`src/rtl/pit_pkg.sv`:
```
package pit_pkg;
  localparam int DATA_W  = 32;
  localparam int VAL_W   = 20;
  localparam int CNT_W   = 12;
  localparam int PRESC_W = 4;
  localparam int ADDR_W  = 4;
  localparam int EN_POS  = 24;
  localparam int IEN_POS = 25;

  localparam logic [ADDR_W-1:0] A_CTRL  = 4'h0;
  localparam logic [ADDR_W-1:0] A_STAT  = 4'h4;
  localparam logic [ADDR_W-1:0] A_VALUE = 4'h8;
  localparam logic [ADDR_W-1:0] A_IMAGE = 4'hC;

  typedef struct packed {
    logic             irq_en;
    logic             tmr_en;
    logic [VAL_W-1:0] ivl;
  } ctrl_t;
endpackage

```
`src/rtl/pit_prescaler.sv`:
```
module pit_prescaler #(
  parameter int PW = 4
) (
  input  logic clk,
  input  logic rst_n,
  input  logic run,
  output logic tick
);
  logic [PW-1:0] ph_q, ph_d;

  always_comb begin
    if (run) ph_d = ph_q + 1'b1;
    else     ph_d = '0;
  end

  assign tick = run && (ph_q == {PW{1'b1}});

  always_ff @(posedge clk or negedge rst_n) begin
    if (!rst_n) ph_q <= '0;
    else        ph_q <= ph_d;
  end

  // two steps never land on adjacent edges
  p_tick_spaced_r2: assert property (@(posedge clk) disable iff (!rst_n)
    tick |=> !tick);
endmodule

```
`src/rtl/pit_interval_ctr.sv`:
```
module pit_interval_ctr #(
  parameter int VW = 20
) (
  input  logic          clk,
  input  logic          rst_n,
  input  logic          tick,
  input  logic          tmr_en,
  input  logic [VW-1:0] ivl,
  output logic          run,
  output logic          wrap,
  output logic [VW-1:0] pos
);
  logic [VW-1:0] pos_q, pos_d;

  assign run  = tmr_en || (pos_q != '0);
  assign wrap = tick && (pos_q >= ivl);
  assign pos  = pos_q;

  always_comb begin
    pos_d = pos_q;
    if (wrap)      pos_d = '0;
    else if (tick) pos_d = pos_q + 1'b1;
  end

  always_ff @(posedge clk or negedge rst_n) begin
    if (!rst_n) pos_q <= '0;
    else        pos_q <= pos_d;
  end

  p_wrap_zero_r3: assert property (@(posedge clk) disable iff (!rst_n)
    wrap |=> pos_q == '0);
  p_step_one_r2: assert property (@(posedge clk) disable iff (!rst_n)
    (tick && !wrap) |=> pos_q == VW'($past(pos_q) + 1'b1));
  p_parked_r8: assert property (@(posedge clk) disable iff (!rst_n)
    !run |=> pos_q == '0);
endmodule

```
`src/rtl/pit_period_tally.sv`:
```
module pit_period_tally #(
  parameter int CW = 12
) (
  input  logic          clk,
  input  logic          rst_n,
  input  logic          wrap,
  input  logic          ack,
  output logic [CW-1:0] cnt,
  output logic          flag
);
  logic [CW-1:0] cnt_q, cnt_d;
  logic          flag_q, flag_d;

  always_comb begin
    cnt_d  = ack ? '0 : cnt_q;
    if (wrap) cnt_d = cnt_d + 1'b1;
    flag_d = (flag_q && !ack) || wrap;
  end

  always_ff @(posedge clk or negedge rst_n) begin
    if (!rst_n) begin
      cnt_q  <= '0;
      flag_q <= 1'b0;
    end else begin
      cnt_q  <= cnt_d;
      flag_q <= flag_d;
    end
  end

  assign cnt  = cnt_q;
  assign flag = flag_q;

  p_ack_clears_r5: assert property (@(posedge clk) disable iff (!rst_n)
    (ack && !wrap) |=> (cnt_q == '0) && !flag_q);
  p_ack_and_wrap_r10: assert property (@(posedge clk) disable iff (!rst_n)
    (ack && wrap) |=> (cnt_q == CW'(1)) && flag_q);
  p_count_mod_r9: assert property (@(posedge clk) disable iff (!rst_n)
    (wrap && !ack) |=> cnt_q == CW'($past(cnt_q) + 1'b1));
  p_quiet_r6: assert property (@(posedge clk) disable iff (!rst_n)
    (!wrap && !ack) |=> $stable(cnt_q) && $stable(flag_q));
endmodule

```
`src/rtl/periodic_interval_timer.sv`:
```
module periodic_interval_timer
  import pit_pkg::*;
(
  input  logic              clk,
  input  logic              rst_n,
  input  logic [ADDR_W-1:0] bus_addr,
  input  logic              bus_we,
  input  logic [DATA_W-1:0] bus_wdata,
  input  logic              bus_re,
  output logic [DATA_W-1:0] bus_rdata,
  output logic              irq
);
  ctrl_t            ctrl_q, ctrl_d;
  logic             ctrl_wr, ack;
  logic             run, tick, wrap, flag;
  logic [VAL_W-1:0] pos;
  logic [CNT_W-1:0] cnt;
  logic             wdata_unused;

  assign wdata_unused = ^{bus_wdata[DATA_W-1:IEN_POS+1], bus_wdata[EN_POS-1:VAL_W]};

  assign ctrl_wr = bus_we && (bus_addr == A_CTRL);
  assign ack     = bus_re && (bus_addr == A_VALUE);

  always_comb begin
    ctrl_d = ctrl_q;
    if (ctrl_wr) begin
      ctrl_d.irq_en = bus_wdata[IEN_POS];
      ctrl_d.tmr_en = bus_wdata[EN_POS];
      ctrl_d.ivl    = bus_wdata[VAL_W-1:0];
    end
  end

  always_ff @(posedge clk or negedge rst_n) begin
    if (!rst_n) ctrl_q <= '0;
    else        ctrl_q <= ctrl_d;
  end

  pit_prescaler #(.PW(PRESC_W)) u_presc (
    .clk(clk), .rst_n(rst_n), .run(run), .tick(tick)
  );

  pit_interval_ctr #(.VW(VAL_W)) u_ctr (
    .clk(clk), .rst_n(rst_n), .tick(tick), .tmr_en(ctrl_q.tmr_en),
    .ivl(ctrl_q.ivl), .run(run), .wrap(wrap), .pos(pos)
  );

  pit_period_tally #(.CW(CNT_W)) u_tally (
    .clk(clk), .rst_n(rst_n), .wrap(wrap), .ack(ack), .cnt(cnt), .flag(flag)
  );

  always_comb begin
    bus_rdata = '0;
    if (bus_re) begin
      unique case (bus_addr)
        A_CTRL: begin
          bus_rdata[IEN_POS]   = ctrl_q.irq_en;
          bus_rdata[EN_POS]    = ctrl_q.tmr_en;
          bus_rdata[VAL_W-1:0] = ctrl_q.ivl;
        end
        A_STAT:           bus_rdata[0] = flag;
        A_VALUE, A_IMAGE: bus_rdata = {cnt, pos};
        default:          bus_rdata = '0;
      endcase
    end
  end

  assign irq = flag && ctrl_q.irq_en;

  p_irq_level_r7: assert property (@(posedge clk) disable iff (!rst_n)
    (irq && !ack && !ctrl_wr) |=> irq);
  p_other_wr_ignored_r11: assert property (@(posedge clk) disable iff (!rst_n)
    (bus_we && (bus_addr != A_CTRL)) |=> $stable(ctrl_q));
  p_rdata_idle_r4: assert property (@(posedge clk) disable iff (!rst_n)
    !bus_re |-> bus_rdata == '0);
endmodule

```
`config.mk`:
```
export PLATFORM = sky130hd
export DESIGN_NAME = periodic_interval_timer
export DESIGN_NICKNAME = d
export VERILOG_FILES = /design/src/rtl/pit_pkg.sv /design/src/rtl/pit_prescaler.sv /design/src/rtl/pit_interval_ctr.sv /design/src/rtl/pit_period_tally.sv /design/src/rtl/periodic_interval_timer.sv
export SDC_FILE = /design/constraint.sdc
export NUM_CORES = 1
export LEC_CHECK = 0
export ABC_AREA = 1
export BUFFER_PORTS_ARGS = -buffer_cell sky130_fd_sc_hd__clkbuf_2
export CAP_MARGIN = 0
export CORE_ASPECT_RATIO = 1.1
export CORE_MARGIN = 3
export CORE_UTILIZATION = 45
export DETAILED_ROUTE_END_ITERATION = 12
export HOLD_SLACK_MARGIN = 0.12
export PLACE_DENSITY_LB_ADDON = 0.3
export SYNTH_ARGS = -nofsm -noshare
export SYNTH_HDL_FRONTEND = slang
export SYNTH_SLANG_ARGS = --single-unit
```
`constraint.sdc`:
```
create_clock -name clk -period 2.1 [get_ports clk]
set_clock_uncertainty 0.15 [all_clocks]
set_input_delay 0.315 -clock clk [delete_from_list [all_inputs] [get_ports clk]]
set_output_delay 0.315 -clock clk [all_outputs]
set_load 0.05 [all_outputs]
```
# Yosys cells after proc, flatten, opt, wreduce, memory -nomap -nowiden
# Index checks and enable logic that the tools add are counted.
[classes]
reduce_logical = 13
add_sub_neg = 3
bitwise = 0
magnitude_cmp = 1
multipliers = 0
shifts = 0
div_mod_pow = 0
n_eq_ne = 4
muxes = 11
[ops]
columns = ["operator", "n"]
rows = [
  ["$mux W20", 2],
  ["$pmux W19 S2", 1],
  ["$mux W32", 1],
  ["$mux W12", 2],
  ["$add A20 B1 Y20 const B", 1],
  ["$ge A20 B20 Y1", 1],
  ["$reduce_bool A20 Y1", 1],
  ["$add A12 B1 Y12 const B", 1],
  ["$eq A4 B4 Y1 const B", 3],
  ["$mux W4", 2],
  ["$logic_and A1 B1 Y1", 6],
  ["$mux W6", 1],
  ["$add A4 B1 Y4 const B", 1],
  ["$eq A4 B3 Y1 const B", 1],
  ["$logic_not A4 Y1", 1],
  ["$pmux W2 S2", 1],
  ["$pmux W1 S3", 1],
  ["$logic_or A1 B1 Y1", 2],
  ["$reduce_bool A2 Y1", 1],
  ["$reduce_or A2 Y1", 1],
  ["$logic_not A1 Y1", 1],
]
[totals]
out_inout_bits = 33
n_memories = 0
input_bits = 40
reg_bits = 59
latchBits = 0
romBits = 0
mem_bits_rw = 0
word_cells = 39

# Logic depth before layout (Yosys ltp)
# Gate-level depths: netlist of the first run.
[depth]
word_depth = 5
depth_mapped = 16

# Modules after synthesis
# Synthesis of the first run repeated with hierarchy kept, for this count alone.
[unflattened]
hier_cells = 587
hier_area_um2 = 4176.5
[by_module_without_submodules]
columns = ["mod", "cells_each", "area_per_inst_um2", "seq_area_each_um2", "instances"]
rows = [
  ["pit_interval_ctr", 272, 1854.3, 500.5, 1],
  ["periodic_interval_timer", 206, 1410.1, 550.5, 1],
  ["pit_period_tally", 89, 735.7, 325.3, 1],
  ["pit_prescaler", 20, 176.4, 100.1, 1],
]

# Least setup slack after synthesis of the first run
# OpenSTA, ideal clock, no wires.
[synth_path]
path_kind = "input to output"
startpoint = "in bus_addr[3]"
endpoint = "out bus_rdata[10]"
stages = 7
t_arrival_ps = 1709
slack_ps = -74
cell_sequence = "buf_2 > nor2_1 > nand2_1 > inv_1 > buf_2 > nand2_1 > a21oi_1"
[synth_via]
elab_chain_cells = 4
word_cells_on_any_way = 6
classes_between = "eq/ne: 2; mux: 2; reduce/logical: 2"
[synth_rtl]
columns = ["element", "line_no", "source"]
rows = [
  ["from (decl)", "periodic_interval_timer.sv:6", "input logic [ADDR_W-1:0] bus_addr,"],
  ["$eq A4 B4 Y1", "periodic_interval_timer.sv:55", "unique case (bus_addr)"],
  ["$reduce_or A2 Y1", "periodic_interval_timer.sv:55", ""],
  ["$pmux W19 S2 *", "periodic_interval_timer.sv:55", ""],
  ["$mux W32 *", "periodic_interval_timer.sv:54", "if (bus_re) begin"],
  ["to (decl)", "periodic_interval_timer.sv:10", "output logic [DATA_W-1:0] bus_rdata,"],
]
# Every way passes the cells marked *; elsewhere a longest branch is shown, timed or not.

# Worst setup path in the final report of the first run
[layout_path]
startpoint = "reg u_ctr.pos_q[19] (netlist: u_ctr.pos[19])"
endpoint = "reg u_tally.cnt_q[7] (netlist: u_tally.cnt[7])"
[layout_via]
elab_chain_cells = 5
word_cells_on_any_way = 6
classes_between = "order compare: 1; mux: 1; reduce/logical: 4"
[layout_rtl]
columns = ["element", "line_no", "source"]
rows = [
  ["from (decl)", "pit_interval_ctr.sv:13", "logic [VW-1:0] pos_q, pos_d;"],
  ["from (signal assigned)", "pit_interval_ctr.sv:27", "else pos_q <= pos_d;"],
  ["parallel branches: the longest is 3 deep, another holds $ge A20 B20 Y1", "-", ""],
  ["$logic_and A1 B1 Y1 *", "pit_interval_ctr.sv:16", "assign wrap = tick && (pos_q >= ivl);"],
  ["$mux W12 *", "pit_period_tally.sv:16", "if (wrap) cnt_d = cnt_d + 1'b1;"],
  ["net u_tally.cnt_d[7]", "pit_period_tally.sv:11", "logic [CW-1:0] cnt_q, cnt_d;"],
  ["to (signal assigned)", "pit_period_tally.sv:25", "cnt_q <= cnt_d;"],
  ["to (decl)", "pit_period_tally.sv:11", ""],
]
# Mark *: on every way through the listed nets, which the timed path passes.
# A chain may end at the register's enable or synchronous reset.

==> results of run 1 <==
## area by class of cell
class                           count  area (µm²)  share of cell area (%)
Tap cell                          114       142.6                   2.392
Sequential cell                    59        1476                   24.76
Multi-Input combinational cell    459        2595                   43.53
Clock inverter                      4       47.55                  0.7975
Clock buffer                       12       165.2                   2.770
Timing Repair Buffer              121        1181                   19.81
Inverter                           93       354.1                   5.939
## stage by stage
stage | util (%) | area [µm²] | TNS, ns | std cells | setup slack, ns
after global placement | 58.50 | 5323 | 0 | 821 | 0.04912
after floorplan | - | 4383 | 0 | 634 | 0.04360
after detailed placement | 58.50 | 5323 | 0 | 821 | 0.008420
after CTS | 63.35 | 5764 | 0 | 859 | 0.01446
after global routing | 65.53 | 5962 | -0.1420 | 862 | -0.02587
final | 65.53 | 5962 | 0 | 862 | 0.05476
## worst min-delay path by stage
| stage | slack [ns] | start | end | cells past startpoint |
|---|---|---|---|---|
| 2_1_floorplan | -0.13 | rst_n | ctrl_q[0] | 0 |
| 3_3_place_gp | 0.20 | rst_n | ctrl_q[10] | 2 |
| 3_5_place_dp | 0.20 | rst_n | ctrl_q[10] | 2 |
| 4_1_cts | 0.14 | bus_wdata[13] | ctrl_q[13] | 3 |
| 5_1_grt | 0.17 | bus_wdata[13] | ctrl_q[13] | 3 |
| 6_report | 0.15 | bus_wdata[13] | ctrl_q[13] | 3 |
## worst register-to-register path: stages (launching register included)
cell,delay (ns)
dfrtp_1,0.43
ha_4,0.30
nand2_2,0.07
inv_2,0.05
nand2_2,0.06
nor2_4,0.18
and3_4,0.25
nand2_8,0.08
a21oi_4,0.15
buf_12,0.15
nand2_1,0.06
nand2_1,0.06
## metal layers
metal	wire, µm	part of all wire, %	track usage, %
met1	5602	46	29.73
met2	5919	49	40.36
met3	506	4.2	3.711
met4	163	1.3	6.634
met5	0	0	0
## Yosys cell counts (all sizes together)
cell	instances	area share (%)
a21o	2	0.35
a21oi	47	5.7
and3	1	0.17
buf	16	2.5
clkbuf	7	0.61
dfrtp	59	34
ha	24	7.0
inv	93	8.2
mux2	1	0.26
nand2	182	17
nand3	60	7.3
nand3b	1	0.17
nand4	22	3.2
nor2	96	9.8
o21ai	11	1.3
o21bai	1	0.17
o221ai	1	0.20
xnor2	4	0.81
xor2	6	1.2
## cells in the final DEF (no fill, tap or decap), types with 6 or more instances in the layout
| cell type | n |
|---|---|
| a21oi_1 | 24 |
| a21oi_2 | 22 |
| buf_12 | 25 |
| buf_4 | 31 |
| clkbuf_2 | 41 |
| clkbuf_8 | 12 |
| dfrtp_1 | 59 |
| dlygate4sd3_1 | 22 |
| ha_1 | 15 |
| ha_4 | 9 |
| inv_1 | 79 |
| inv_2 | 13 |
| nand2_1 | 167 |
| nand2_2 | 11 |
| nand3_1 | 56 |
| nand4_1 | 22 |
| nor2_1 | 81 |
| nor2_2 | 8 |
| nor2_4 | 7 |
| o21ai_0 | 7 |
| xor2_1 | 6 |
## power by group through the flow
| stage | clock network (mW) | logic, mW | registers [mW] |
|---|---|---|---|
| after detailed placement | 0 | 0.684 | 1.40 |
| after floorplan | 0 | 0.450 | 1.38 |
| final | 1.12 | 0.793 | 1.39 |
| after global routing | 1.19 | 0.906 | 1.41 |
| after CTS | 1.14 | 0.719 | 1.38 |
| after global placement | 0 | 0.645 | 1.39 |
## repair_timing
item,in CTS,in global routing
hold buffers,22,0
setup endpoints to repair,1,33
pin swaps,1,5
hold endpoints to repair,80,0
gates resized for setup,2,37
buffers inserted,0,3
gates cloned,0,0
## cells by family after synthesis
group,Yosys count,synth area share [%]
AO/OA/AOI/OAI,62,7.726
XOR/XNOR,10,2.033
AND/OR/NAND/NOR,362,37.47
multiplexers,1,0.2614
flip-flops,59,34.27
buffers and inverters,116,11.27
adder cells (fa/ha/maj),24,6.971
## registers in the layout, summed over array words and instances, names as in the netlist
signal        count
u_ctr.pos        20
ctrl_q           22
u_tally.cnt      12
u_presc.ph_q      4
u_tally.flag      1
==> metrics.txt, run 1 <==
Max Clk Rate=488.9 MHz; Setup crit end=u_tally.cnt[7]; die span in y=108.6 µm; global route total overflow=0; sw power=1.057 mW; Slew HR=72.38%; Final #Nets=807; final cycle utilization of the critical path=97.39%; Die Wd=99.29 µm; CP max FO=12; cell area power density=555.1 mW/mm²; Sequential Power Share=42.0%; All-Layer GR Usage=23.16%; final setup vio count=0; yosys warns=0; routed vias/inst=5.108; Die ar.=0.01078 mm²; Root Buffer=clkbuf_8; Worst Hold Margin=0.1463 ns; Critical Path Stages=11; clk buf depth=2; reg2reg end=u_tally.cnt[7]; FP Rows=36; status=complete, no violations; startpoint types=flop; hpwl dp=8895 µm; clock slew at reported path FFs=0.07 ns; crit path DAT=2.18 ns; DRC=0; RR Startpoint=u_ctr.pos[19]; r2r worst-path depth=11; Clock Power Share=34.0%; Initial Utilization=47.35%; Pins Over Slew Limit=0; Area Overhead vs Synth=38.40%; Top Ports=73; fin crit period=2.045 ns; DRT Pass-1 Iters=4; cell class contributing the biggest share of worst-path delay=simple AND/OR/NAND/NOR gates; Core ar.=0.009099 mm²; sequential fraction of the synthesis area=34.27%; via count=4,403; global-route wire length before repair=20,240 µm; initial antenna violation count=0; CP required=2.23 ns; antenna viol nets, final=0; CTS tree=yes; area of the mapped netlist=0.004308 mm²; Bufs and invs on worst path=2; routability congestion estimate=0.8684; vias in the first global route=4,440; count of cell types in the netlist=30; Critical Path Source=u_ctr.pos[19]; LEAKAGE=2.933 nW; # diodes=0; Worst VDD drop=0.3533 mV; CP peak stage delay=0.43 ns; Final Power=3.309 mW; number of synthesized register bits=59; # Max-Cap Violations=0; clock sinks=59; per-cell routed wire length=14.14 µm; final hold vios=0; clk_lat worst skew=0.34 ns; Switching Fraction=31.95%; slowest CP cell=dfrtp_1; Syn Area/Cell=6.795 µm²; Worst Tran Pin Value=0.4131 ns; hold crit path type=input port to flop; H-tree lvl count=3; drt total wl=12,190 µm; largest net degree at the start of global routing=60; Crit Path Category=flop to flop; proportion of layout cells with a drive suffix above 1=26.34%; CP endpoint kind=flop; setup slack, reg-to-reg=0.05 ns; Comb pwr share=24.0%; worst-path cell chain=ha_4, nand2_2, inv_2, nand2_2, nor2_4, and3_4, nand2_8, a21oi_4, buf_12, nand2_1, nand2_1; Num CTS Buffers=9; Iter 0 DRT Violations=281; Post-Syn Instances=634; fillcell total=763; I/O Buffers=62; Post-Syn Nets=698; Pint=2.252 mW
Note: power is estimated with default switching activity, not from simulation.
==> run 2: changes to the inputs <==
--- a/config.mk
+++ b/config.mk
@@ -12,6 +12,7 @@
 export CORE_MARGIN = 3
 export CORE_UTILIZATION = 45
 export DETAILED_ROUTE_END_ITERATION = 12
+export GPL_TIMING_DRIVEN = 0
 export HOLD_SLACK_MARGIN = 0.12
 export PLACE_DENSITY_LB_ADDON = 0.3
 export SYNTH_ARGS = -nofsm -noshare
==> run 2 against run 1 <==
  * Clock-buffer cell count is 1 lower
  * Cell area is 2.1% lower
  * Maximum frequency is 1.0% lower
  * Sequential share of layout area is 0.87 points higher
==> metrics.txt, run 2 (synthesis results as in run 1) <==
initial antenna violation count=0; clk buf depth=2; All-Layer GR Usage=23.42%; LEAKAGE=2.904 nW; clock sinks=59; Worst VDD drop=0.3877 mV; clk_lat worst skew=0.34 ns; drt total wl=13,080 µm; post-placement cell area=0.004833 mm²; Final Cell Area=0.005837 mm²; global-route wire length before repair=20,170 µm; Largest register FFs=22; vias in the first global route=4,282; crit path DAT=2.14 ns; CP required=2.17 ns; most frequent cells in the layout=nand2_1 (168), nor2_1 (79), inv_1 (77); met3 WL=805 µm; hold crit path type=input port to flop; most common cell after layout, fill and taps aside=nand2_1; Top Ports=73; DRC=0; routability congestion estimate=0.8712; per-cell routed wire length=14.86 µm; routed vias/inst=5.233; Final Util=64.15%; Core ar.=0.009099 mm²; proportion of layout cells with a drive suffix above 1=29.77%; Area Overhead vs Synth=35.49%; antenna viol nets, final=0; Comb pwr share=24.5%; Initial Utilization=47.35%; CP max FO=5; DRT Pass-1 Iters=6; Iter 0 DRT Violations=294; cell depth of the worst hold path=4; Clock Power Share=31.5%; CP endpoint kind=flop; hpwl dp=8813 µm; H-tree lvl count=3; via count=4,605; Non-Filler Instances=880; Switching Fraction=32.22%; cell area power density=547.0 mW/mm²; sw power=1.029 mW; top sig layer=met4; final hold vios=0; status=complete, no violations; startpoint types=flop; # diodes=0; Die ar.=0.01078 mm²; Worst Tran Pin Value=0.8461 ns; length of routed met2 wiring=6419 µm; Slew HR=43.59%; Sequential Power Share=43.9%; global route total overflow=0; Worst Hold Margin=0.2614 ns; Max Clk Rate=483.9 MHz; I/O Buffers=61; final cycle utilization of the critical path=98.40%; Crit Path Category=flop to flop; CTS tree=yes; largest net degree at the start of global routing=60; final setup vio count=0; # Max-Cap Violations=0; FP Rows=36; r2r worst-path depth=10; fin crit period=2.066 ns; RSZ-0062 raised after global routing=true; Post-Route M1 WL=5459 µm; Final #Nets=827; Most flops, register=ctrl_q; clock slew at reported path FFs=0.07 ns; placed cell count=809; Root Buffer=clkbuf_8; Die Wd=99.29 µm; Final Power=3.193 mW; Pint=2.164 mW; die span in y=108.6 µm; Pins Over Slew Limit=0; Num CTS Buffers=9
-- run 2: timing repair --
action                                  4_1_cts  5_1_grt
pin swaps                                     2       18
endpoints found under the hold margin        81        0
hold buffers                                 23        0
resized for setup                            24       93
cloned                                        0        1
endpoints found under the setup margin       43       50
buffers inserted                              7       26
-- run 2: cell type report --
type / count / area, µm²
clock inverter: 3 / 40.04
inverter: 93 / 354.1
tap: 114 / 142.6
sequential: 59 / 1496
timing repair buffer: 118 / 875.8
buffer: 23 / 163.9
fill: 788 / 3262
clock buffer: 11 / 141.4
multi-input combinational: 459 / 2623
-- run 2: path summary, 6_finish.rpt --
| path | start | to | slack, ns |
|---|---|---|---|
| min reg2reg | u_presc.ph_q[0] | u_presc.ph_q[0] | 0.31 |
| min in group asynchronous | rst_n | ctrl_q[10] | 0.48 |
| max | ctrl_q[19] | u_tally.flag | 0.03 |
| max in group asynchronous | rst_n | u_ctr.pos[7] | 0.69 |
| min | bus_we | ctrl_q[8] | 0.26 |
| max reg2reg | ctrl_q[19] | u_tally.flag | 0.03 |
-- run 2: power groups by stage --
stage / Sequential, mW / Clock, mW / Combinational (mW)
6_report: 1.40 / 1.01 / 0.784
5_1_grt: 1.42 / 1.07 / 0.897
4_1_cts: 1.39 / 1.02 / 0.668
3_5_place_dp: 1.41 / 0 / 0.628
3_3_place_gp: 1.40 / 0 / 0.597
2_1_floorplan: 1.38 / 0 / 0.450
-- run 2: worst max-delay path: stages (launching register included) --
cell and delay, ns:
dfrtp_1 0.39, inv_2 0.09, ha_4 0.21, a21o_1 0.18, nor2_1 0.15, nand3_2 0.13
nor2_4 0.26, nand2_8 0.09, nand2_8 0.10, buf_8 0.12, o21ai_0 0.08
-- run 2: routing by layer --
metal  vias up  global-route usage [%]
li1       2257                       -
met1      2157                   29.51
met2       151                   40.79
met3        40                   3.135
met4         0                   9.073
met5         -                       0
-- run 2: per-stage QoR --
step,setup TNS [ns],worst slack (ns)
after global placement,-2.218,-0.2906
final,0,0.03361
after floorplan,0,0.04360
after detailed placement,-2.915,-0.3689
after global routing,-0.6481,-0.06113
after CTS,0,0.003109
